## src/rtl/bcpu_pkg.sv

```systemverilog
package bcpu_pkg;
  localparam int DW = 8;
  localparam int AW = 8;
  localparam int FW = 4;
  localparam int NREG = 1 << FW;

  localparam logic [FW-1:0] OP_LDM = 4'h1;
  localparam logic [FW-1:0] OP_LDI = 4'h2;
  localparam logic [FW-1:0] OP_STM = 4'h3;
  localparam logic [FW-1:0] OP_MOV = 4'h4;
  localparam logic [FW-1:0] OP_ADD = 4'h5;
  localparam logic [FW-1:0] OP_OR  = 4'h7;
  localparam logic [FW-1:0] OP_AND = 4'h8;
  localparam logic [FW-1:0] OP_XOR = 4'h9;
  localparam logic [FW-1:0] OP_ROR = 4'hA;
  localparam logic [FW-1:0] OP_JEQ = 4'hB;
  localparam logic [FW-1:0] OP_HLT = 4'hC;

  typedef enum logic [2:0] {ST_FHI, ST_FLO, ST_DEC, ST_EXE, ST_HLT} state_e;
  typedef enum logic [2:0] {ALU_ADD, ALU_OR, ALU_AND, ALU_XOR, ALU_ROR, ALU_PASS} alu_op_e;
endpackage

```

## src/rtl/bcpu_regfile.sv

```systemverilog
module bcpu_regfile #(
  parameter int W  = 8,
  parameter int N  = 16,
  parameter int IW = $clog2(N)
) (
  input  logic          clk,
  input  logic          rst,
  input  logic          we,
  input  logic [IW-1:0] waddr,
  input  logic [W-1:0]  wdata,
  input  logic [IW-1:0] raddr_a,
  output logic [W-1:0]  rdata_a,
  input  logic [IW-1:0] raddr_b,
  output logic [W-1:0]  rdata_b
);
  logic [W-1:0] regs [N];

  always_ff @(posedge clk) begin
    if (rst) begin
      for (int i = 0; i < N; i++) regs[i] <= '0;
    end else if (we) begin
      regs[waddr] <= wdata;
    end
  end

  assign rdata_a = regs[raddr_a];
  assign rdata_b = regs[raddr_b];
endmodule

```

## src/rtl/bcpu_alu.sv

```systemverilog
module bcpu_alu import bcpu_pkg::*; #(
  parameter int W = DW
) (
  input  alu_op_e      op,
  input  logic [W-1:0] a,
  input  logic [W-1:0] b,
  output logic [W-1:0] y
);
  always_comb begin
    case (op)
      ALU_ADD: y = a + b;
      ALU_OR:  y = a | b;
      ALU_AND: y = a & b;
      ALU_XOR: y = a ^ b;
      ALU_ROR: y = {a[0], a[W-1:1]};
      default: y = a;
    endcase
  end
endmodule

```

## src/rtl/bcpu_ctrl.sv

```systemverilog
module bcpu_ctrl import bcpu_pkg::*; #(
  parameter int W  = DW,
  parameter int A  = AW,
  parameter int F  = FW,
  localparam int IRW = 4 * F
) (
  input  logic         clk,
  input  logic         rst,
  input  logic         run,
  input  logic [W-1:0] mem_rdata,
  input  logic [W-1:0] rd_a,
  input  logic [W-1:0] rd_b,
  input  logic [W-1:0] alu_y,
  output logic [A-1:0] mem_addr,
  output logic [W-1:0] mem_wdata,
  output logic         mem_we,
  output logic [F-1:0] ra,
  output logic [F-1:0] rb,
  output logic         rf_we,
  output logic [F-1:0] rf_waddr,
  output logic [W-1:0] rf_wdata,
  output alu_op_e      alu_op,
  output logic         halted,
  output logic         illegal
);
  state_e         state;
  logic [A-1:0]   pc;
  logic [IRW-1:0] ir;
  logic [F-1:0]   cnt;
  logic           ill_q;

  logic [F-1:0] op, fr, fs, ft;
  logic [A-1:0] xy;
  logic         known_op, alu_form;

  assign op = ir[4*F-1 -: F];
  assign fr = ir[3*F-1 -: F];
  assign fs = ir[2*F-1 -: F];
  assign ft = ir[F-1:0];
  assign xy = ir[A-1:0];

  assign known_op = op inside {OP_LDM, OP_LDI, OP_STM, OP_MOV, OP_ADD, OP_OR,
                               OP_AND, OP_XOR, OP_ROR, OP_JEQ, OP_HLT};
  assign alu_form = op inside {OP_ADD, OP_OR, OP_AND, OP_XOR};

  always_ff @(posedge clk) begin
    if (rst) begin
      state <= ST_FHI;
      pc    <= '0;
      ir    <= '0;
      cnt   <= '0;
      ill_q <= 1'b0;
    end else begin
      case (state)
        ST_FHI: if (run) begin
          ir[IRW-1 -: W] <= mem_rdata;
          state <= ST_FLO;
        end
        ST_FLO: begin
          ir[W-1:0] <= mem_rdata;
          pc    <= pc + A'(2);
          state <= ST_DEC;
        end
        ST_DEC: begin
          cnt <= ft;
          if (op == OP_HLT) state <= ST_HLT;
          else if (!known_op) begin
            ill_q <= 1'b1;
            state <= ST_HLT;
          end else state <= ST_EXE;
        end
        ST_EXE: begin
          if (op == OP_ROR && cnt != '0) begin
            cnt <= cnt - F'(1);
          end else begin
            if (op == OP_JEQ && rd_a == rd_b) pc <= xy;
            state <= ST_FHI;
          end
        end
        default: state <= ST_HLT;
      endcase
    end
  end

  always_comb begin
    mem_addr = pc;
    if (state == ST_FLO) mem_addr = pc + A'(1);
    else if (state == ST_EXE && (op == OP_LDM || op == OP_STM)) mem_addr = xy;
  end

  assign mem_we    = (state == ST_EXE) && (op == OP_STM);
  assign mem_wdata = rd_a;

  always_comb begin
    ra = fr;
    rb = ft;
    if (alu_form || op == OP_MOV) ra = fs;
    if (op == OP_JEQ) rb = '0;
  end

  assign rf_we = (state == ST_EXE) &&
                 ((op inside {OP_LDM, OP_LDI, OP_MOV}) || alu_form ||
                  (op == OP_ROR && cnt != '0));
  assign rf_waddr = (op == OP_MOV) ? ft : fr;

  always_comb begin
    case (op)
      OP_LDM:  rf_wdata = mem_rdata;
      OP_LDI:  rf_wdata = xy;
      default: rf_wdata = alu_y;
    endcase
  end

  always_comb begin
    case (op)
      OP_ADD:  alu_op = ALU_ADD;
      OP_OR:   alu_op = ALU_OR;
      OP_AND:  alu_op = ALU_AND;
      OP_XOR:  alu_op = ALU_XOR;
      OP_ROR:  alu_op = ALU_ROR;
      default: alu_op = ALU_PASS;
    endcase
  end

  assign halted  = (state == ST_HLT);
  assign illegal = ill_q;


  pc_step_chk: assert property (@(posedge clk) disable iff (rst)
    (state == ST_FLO) |=> (pc == $past(pc) + A'(2)));

  rot_step_chk: assert property (@(posedge clk) disable iff (rst)
    (state == ST_EXE && op == OP_ROR && cnt != '0) |=> (state == ST_EXE && cnt == $past(cnt) - F'(1)));

  halt_hold_chk: assert property (@(posedge clk) disable iff (rst)
    halted |=> (halted && $stable(pc) && $stable(mem_addr)));

  halt_quiet_chk: assert property (@(posedge clk) disable iff (rst)
    halted |-> !mem_we);

  ill_halt_chk: assert property (@(posedge clk) disable iff (rst)
    illegal |-> halted);

  idle_hold_chk: assert property (@(posedge clk) disable iff (rst)
    (state == ST_FHI && !run) |=> (state == ST_FHI && $stable(pc)));

  store_once_chk: assert property (@(posedge clk) disable iff (rst)
    mem_we |=> (!mem_we && state == ST_FHI));
endmodule

```

## src/rtl/byte_cpu.sv

```systemverilog
module byte_cpu import bcpu_pkg::*; (
  input  logic          clk,
  input  logic          rst,
  input  logic          run,
  input  logic [DW-1:0] mem_rdata,
  output logic [AW-1:0] mem_addr,
  output logic [DW-1:0] mem_wdata,
  output logic          mem_we,
  output logic          halted,
  output logic          illegal
);
  logic [DW-1:0] rd_a, rd_b, alu_y, rf_wdata;
  logic [FW-1:0] ra, rb, rf_waddr;
  logic          rf_we;
  alu_op_e       alu_op;

  bcpu_ctrl #(.W(DW), .A(AW), .F(FW)) u_ctrl (
    .clk(clk), .rst(rst), .run(run), .mem_rdata(mem_rdata),
    .rd_a(rd_a), .rd_b(rd_b), .alu_y(alu_y),
    .mem_addr(mem_addr), .mem_wdata(mem_wdata), .mem_we(mem_we),
    .ra(ra), .rb(rb), .rf_we(rf_we), .rf_waddr(rf_waddr), .rf_wdata(rf_wdata),
    .alu_op(alu_op), .halted(halted), .illegal(illegal)
  );

  bcpu_regfile #(.W(DW), .N(NREG), .IW(FW)) u_rf (
    .clk(clk), .rst(rst), .we(rf_we), .waddr(rf_waddr), .wdata(rf_wdata),
    .raddr_a(ra), .rdata_a(rd_a), .raddr_b(rb), .rdata_b(rd_b)
  );

  bcpu_alu #(.W(DW)) u_alu (.op(alu_op), .a(rd_a), .b(rd_b), .y(alu_y));
endmodule

```

## config.mk

```make
export PLATFORM = sky130hd
export DESIGN_NAME = byte_cpu
export DESIGN_NICKNAME = d
export VERILOG_FILES = /design/src/rtl/bcpu_pkg.sv /design/src/rtl/bcpu_regfile.sv /design/src/rtl/bcpu_alu.sv /design/src/rtl/bcpu_ctrl.sv /design/src/rtl/byte_cpu.sv
export SDC_FILE = /design/constraint.sdc
export NUM_CORES = 1
export LEC_CHECK = 0
export BUFFER_PORTS_ARGS = -buffer_cell sky130_fd_sc_hd__buf_2
export CAP_MARGIN = 20
export CORE_ASPECT_RATIO = 0.6
export CORE_MARGIN = 2
export CORE_UTILIZATION = 50
export DETAILED_ROUTE_END_ITERATION = 7
export PLACE_DENSITY = 0.68
export SLEW_MARGIN = 30
export SYNTH_ARGS = -nofsm -noshare
export SYNTH_HDL_FRONTEND = slang
export SYNTH_HIERARCHICAL = 1
export SYNTH_SLANG_ARGS = --single-unit
export TNS_END_PERCENT = 5
```

## constraint.sdc

```tcl
create_clock -name clk -period 6.5 [get_ports clk]
set_input_delay 0.325 -clock clk [delete_from_list [all_inputs] [get_ports clk]]
set_output_delay 0.325 -clock clk [all_outputs]
set_load 0.005 [all_outputs]
```

==> results of run 1 <==
## worst max path at each step
stage / from / to / slack (ns) / depth (start not counted)
floorplan: u_ctrl/ir[12] / u_rf/regs[0][6] / 1.86 / 20
global placement: u_ctrl/ir[14] / u_rf/regs[11][7] / 0.75 / 20
detailed placement: u_ctrl/ir[14] / u_rf/regs[5][1] / 0.66 / 17
CTS: u_ctrl/ir[14] / u_rf/regs[14][1] / 0.64 / 17
global route: u_ctrl/ir[14] / u_rf/regs[2][6] / 0.13 / 20
finish: u_ctrl/ir[14] / u_rf/regs[13][6] / 0.53 / 20
## registers in the layout, summed over array words and instances (netlist names)
register / count
u_ctrl/illegal: 1
u_ctrl/cnt: 4
u_ctrl/state: 3
u_ctrl/pc: 8
u_rf/regs: 128
u_ctrl/ir: 16
## power by group
| group | total (mW) | leakage [nW] | internal (mW) | switching (mW) |
|---|---|---|---|---|
| Sequential | 1.19 | 1.58 | 1.14 | 0.0448 |
| Combinational | 0.706 | 2.23 | 0.244 | 0.463 |
| Clock | 1.07 | 0.298 | 0.623 | 0.448 |
## tightest hold or removal path, stage by stage
cell and delay [ns]:
buf_2 0.13, nand2_1 0.05, a21oi_1 0.05
## cell type report
type,count,area (sq um)
multi-input combinational,631,5111
clock buffer,19,442.9
fill,1715,8846
tap,273,341.6
clock inverter,13,176.4
inverter,28,106.4
timing repair buffer,51,310.3
sequential,160,4484
## cell families (layout without fill, tap and decap cells)
group / Yosys count / in the layout
DFF: 160 / 160
xor gates and xnor gates: 18 / 18
muxes: 79 / 79
adders and majority gates: 20 / 20
AOI/OAI and AO/OA: 162 / 162
and+or+nand+nor: 352 / 352
buffers and inverters: 93 / 111
## routing by layer
metal	vias to the layer above	wire length [um]	global-route usage, %
li1	3282	-	-
met1	3655	13970	46.61
met2	441	11000	35.32
met3	23	3910	10.37
met4	2	333	6.508
met5	-	92	3.167
## placed cells by master, fill, tap and decap left out, types with 6 or more instances in the layout
master / Yosys / layout
a22oi_1: 43 / 43
nand3_1: 11 / 11
and2_1: 134 / 133
nor2_1: 41 / 41
a31oi_1: 7 / 7
edfxtp_1: 128 / 128
nand2_1: 90 / 90
o21ai_0: 16 / 16
buf_4: 15 / 22
xor2_1: 13 / 13
nand2b_1: 6 / 6
o22ai_1: 6 / 6
dfxtp_1: 32 / 32
a21oi_1: 52 / 51
mux2_2: 7 / 7
inv_1: 27 / 27
or2_2: 16 / 16
ha_1: 19 / 19
clkbuf_16: 0 / 17
mux4_2: 64 / 64
buf_2: 12 / 29
nor2b_1: 9 / 9
## cell usage after synthesis (all sizes together), types with 7 or more instances
library cell,number,area [sq um]
a21oi,53,269.0
a22oi,43,322.8
a31oi,7,43.79
and2,134,838.3
buf,39,247.7
clkbuf,26,97.59
dfxtp,32,640.6
edfxtp,128,3844
ha,19,237.7
inv,27,101.4
mux2,9,101.4
mux4,65,1468
nand2,91,349.1
nand3,11,55.05
nor2,46,185.2
nor2b,9,56.30
nor3,9,65.06
o21ai,19,95.09
or2,18,112.6
xor2,13,113.9
## per-stage QoR
step           hold slack [ns]  std cells
5_1_grt                 0.1642       1175
3_5_place_dp            0.4793       1143
4_1_cts                 0.1412       1175
2_1_floorplan           0.4427        884
6_report                0.1534       1175
3_3_place_gp            0.4729       1143
==> impl_metrics.toml, run 1 <==
[yosys]
synthFlopType = "edfxtp_1"
synth_top_family_by_area = "simple AND/OR/NAND/NOR gates"
synthSimpleGateAreaFrac_pct = 19.88
synth_fa_ha_area_share_pct = 2.570
synth-xor-area-share_pct = 1.572
ys_types = 77
syn_area_sq_um = 10030
ys_async_sr_fraction_pct = 0
syn-num-nets = 915
synth_edf_count = 128
ys_ff_latch = 160
synth.avg_cell_area_sq_um = 11.34
muxShareOfSynthArea_pct = 16.14
synth-seq-area-share_pct = 44.72
synth_compound_area_share_pct = 10.62
syn-instance-count = 884
yosysWarningCount = 6

[finish]
fin_area_sq_um = 10970
final_core_util_pct = 55.37
final_layout_size_suffix_gt1_share_pct = 21.62
area_growth_pct = 9.420
n_antenna_cell = 0
layout.nets = 920

[critical_path]
cp.buffers_inverters = 3
cp_top_family = "compound AO/OA/AOI/OAI gates"
worstSetupEndpointType = "flop"
worst-setup-path-type = "reg2reg"
cp.required_ns = 6.81
slowest_delay_ns = 0.71
regToRegSetupSlack_ns = 0.53
worstPathArrival_ns = 6.28
reg2reg_from = "u_ctrl/ir[14]"
worst-path-max-fanout = 16
start_kind = "flop"
rr_endpoint = "u_rf/regs[13][6]"
reg2reg_depth = 20
path_cells = "nand2b_1 -> nor2_1 -> buf_4 -> a31oi_1 -> nand2b_1 -> mux2_2 -> buf_4 -> mux4_2 -> a22oi_1 -> nand2_1 -> fa_1 -> a211oi_1 -> o21bai_1 -> a21oi_1 -> xor2_1 -> o31ai_1 -> nand2_1 -> nand2_1 -> buf_4 -> and2_1"
critical_path.slowest_cell = "dfxtp_1"

[drt]
routed_wl_um = 29300
vias_per_cell = 6.300
vias = 7403
drt_iter0_markers = 1003
drt-pass1-iter-count = 5
drc_errors = 0
wl_per_cell_um = 24.94
antenna_left = 0

[power_and_ir_drop]
power.total_mw = 2.963
peakVddDrop_mv = 0.2175
p_leak_nw = 4.113
p_per_area_nw_per_um2 = 270.0

[global_route]
antenna_found_initial = 0
grt_use_total_pct = 28.80
grt_start_max_net_pins = 54
grt_pass1_vias = 7010
grt_pass1_wl_um = 44510
overflow = 0

[cts]
clock_latency_ns = 0.45
clock_path_buffers = 2
clock-sinks = 160
clkTransAtPathRegs_ns = 0.07
h-tree-depth = 4
cts-root-buf = "clkbuf_16"
cts_tree = "built"
cts_resized = 0
cts_setup_buffers = 0
cts_hold_buf = 0
numCtsBuffers = 17

[timing]
worstMarginPinSlew_ns = 0.8842
relSlewSlack_pct = 40.98
setup_tns_ns = 0
setup_viol = 0
finalClockSkew_ns = 0.02069
fin_ws_ns = 0.5304
timing_hold_violations_final = 0
period_share_pct = 91.84
slew_viol_final = 0
period_minus_slack_ns = 5.970
grt_setup_unrepaired = "no"
max_freq_mhz = 167.5

[placed_design]
pre_cts_ws_ns = 0.6589
place.gp.congestion = 0.9346
io_buffer_count = 29
dpl.hpwl_um = 20950
place_area_sq_um = 10350

[min_path]
whs_endpoint = "u_ctrl/ir[5]"
worstHoldStart = "mem_rdata[5]"
hp-class = "in2reg"
whs_path_depth = 3

[floorplanning]
start_util_pct = 50.60
ioPinCount = 30
die_y_um = 113.7
dieWidth_um = 186.8
std_cell_rows = 40
dieArea_sq_um = 21240
core-area_sq_um = 19820

[job]
drv_cap = 0

[status]
outcome = "completed"
Power figures use the tool's default switching activity.
==> inputs of run 2 (changes only) <==
==> constraint.sdc (replaced) <==
create_clock -name clk -period 6.5 [get_ports clk]
set_input_delay 1.95 -clock clk [delete_from_list [all_inputs] [get_ports clk]]
set_output_delay 1.95 -clock clk [all_outputs]
set_load 0.005 [all_outputs]
==> impl_metrics.toml, run 2 (synthesized netlist as in run 1, its figures left out) <==
[drt]
drt_iter0_markers = 1235
vias = 7471
vias_per_cell = 6.369
drc_errors = 0
antenna_left = 0
wl_per_cell_um = 24.86
drt-pass1-iter-count = 7
routed_wl_um = 29160

[floorplanning]
start_util_pct = 50.60
dieArea_sq_um = 21240
std_cell_rows = 40
dieWidth_um = 186.8
ioPinCount = 30
die_y_um = 113.7
core-area_sq_um = 19820

[timing]
finalClockSkew_ns = 0.01047
period_minus_slack_ns = 6.046
grt_setup_unrepaired = "no"
timing_hold_violations_final = 0
period_share_pct = 93.02
setup_viol = 0
relSlewSlack_pct = 37.62
slew_viol_final = 0
max_freq_mhz = 165.4
fin_ws_ns = 0.4538
worstMarginPinSlew_ns = 0.9345
setup_tns_ns = 0

[finish]
area_growth_pct = 8.846
final_common_cell = "and2_1"
largest_reg_flops = 128
regArea_sq_um = 4484
multiInputGateArea_sq_um = 5106
layout.nets = 917
most-common-layout-cells = "and2_1, edfxtp_1, nand2_1"
final_layout_size_suffix_gt1_share_pct = 21.13
top_regs = "u_rf/regs: 128 flops, u_ctrl/ir: 16 flops, u_ctrl/pc: 8 flops"
largest_register = "u_rf/regs"
n_fill_cell = 1694

[status]
outcome = "completed"

[global_route]
grt_pass1_vias = 6909
grt_use_total_pct = 28.00
grt_start_max_net_pins = 46
overflow = 0
grt_pass1_wl_um = 43260
antenna_found_initial = 0

[power_and_ir_drop]
power.total_mw = 2.882
peakVddDrop_mv = 0.1721
p_per_area_nw_per_um2 = 264.0
p_leak_nw = 4.088

[cts]
cts_hold_buf = 0
clock_path_buffers = 2
clock_latency_ns = 0.44
numCtsBuffers = 17
cts_tree = "built"
h-tree-depth = 4
cts-root-buf = "clkbuf_16"
cts_resized = 0
clkTransAtPathRegs_ns = 0.07
cts_setup_buffers = 0
clock-sinks = 160

[critical_path]
start_kind = "flop"
slowest_delay_ns = 0.70
worst-setup-path-type = "reg2out"
critical_path.slowest_cell = "dfxtp_1"
reg2reg_from = "u_ctrl/ir[14]"
worstPathArrival_ns = 4.10
cp.required_ns = 4.55
worst-path-max-fanout = 15
startpoint = "u_ctrl/ir[14]"
worstSetupEndpointType = "output port"
path_cells = "inv_1 -> nor4_2 -> nand2b_1 -> mux2_2 -> buf_4 -> mux4_2 -> a22oi_1 -> nand2_1 -> buf_2"

[placed_design]
pre_cts_ws_ns = 0.7291
place.gp.congestion = 0.9611
io_buffer_count = 29
dpl.hpwl_um = 20830

[job]
drv_cap = 0

[min_path]
hp-class = "reg2reg"
worstHoldStart = "u_ctrl/ir[8]"
run 2: cell count changes in the layout (fill, tap and decap cells not counted), sizes merged:
cell and change:
diode +1, inv +2, bufinv -2, clkinv -1, buf -3, clkbuf +3, clkinvlp -2
run 2: cell type report:
cell class	instances	area share, %
well taps	273	3.129
multi-input cells	631	46.78
diodes	1	0.02293
clock buffers	22	4.367
inverters	28	0.9743
flip-flops and latches	160	41.08
repair buffers	48	2.751
clock inverters	10	0.8941
run 2: routing by layer:
metal	GRT usage (%)	part of all wire, %	up-vias
li1	-	-	3271
met1	44.52	47	3727
met2	34.97	38	449
met3	10.65	14	24
met4	6.720	0.96	0
met5	0	0	-
run 2: final timing paths:
| kind | to | slack [ns] | depth (start not counted) |
|---|---|---|---|
| min | u_ctrl/ir[8] | 0.49 | 2 |
| min reg2reg | u_ctrl/ir[8] | 0.49 | 2 |
| max reg2reg | u_rf/regs[4][7] | 0.53 | 18 |
| max | mem_wdata[4] | 0.45 | 9 |
run 2: worst max-delay path: cells and delay by family (launching register included):
| kind | cells | cell delay, ns |
|---|---|---|
| and+or+nand+nor | 3 | 0.98 |
| DFF | 1 | 0.70 |
| AOI/OAI and AO/OA | 1 | 0.27 |
| muxes | 2 | 0.96 |
| buffers and inverters | 3 | 0.74 |
run 2: metrics by stage:
stage / hold WS (ns) / util, % / instances / area (sq um)
floorplan: 0.4427 / - / 884 / 10030
global placement: 0.4693 / 52.16 / 1140 / 10340
detailed placement: 0.4717 / 52.17 / 1140 / 10340
CTS: 0.4816 / 55.06 / 1172 / 10910
global route: 0.4980 / 55.06 / 1172 / 10910
finish: 0.4867 / 55.08 / 1173 / 10920
run 2: report_power, final:
part           internal, mW  switching [mW]
registers              1.14          0.0438
clock network         0.567           0.429
logic                 0.241           0.460
total                  1.95           0.933
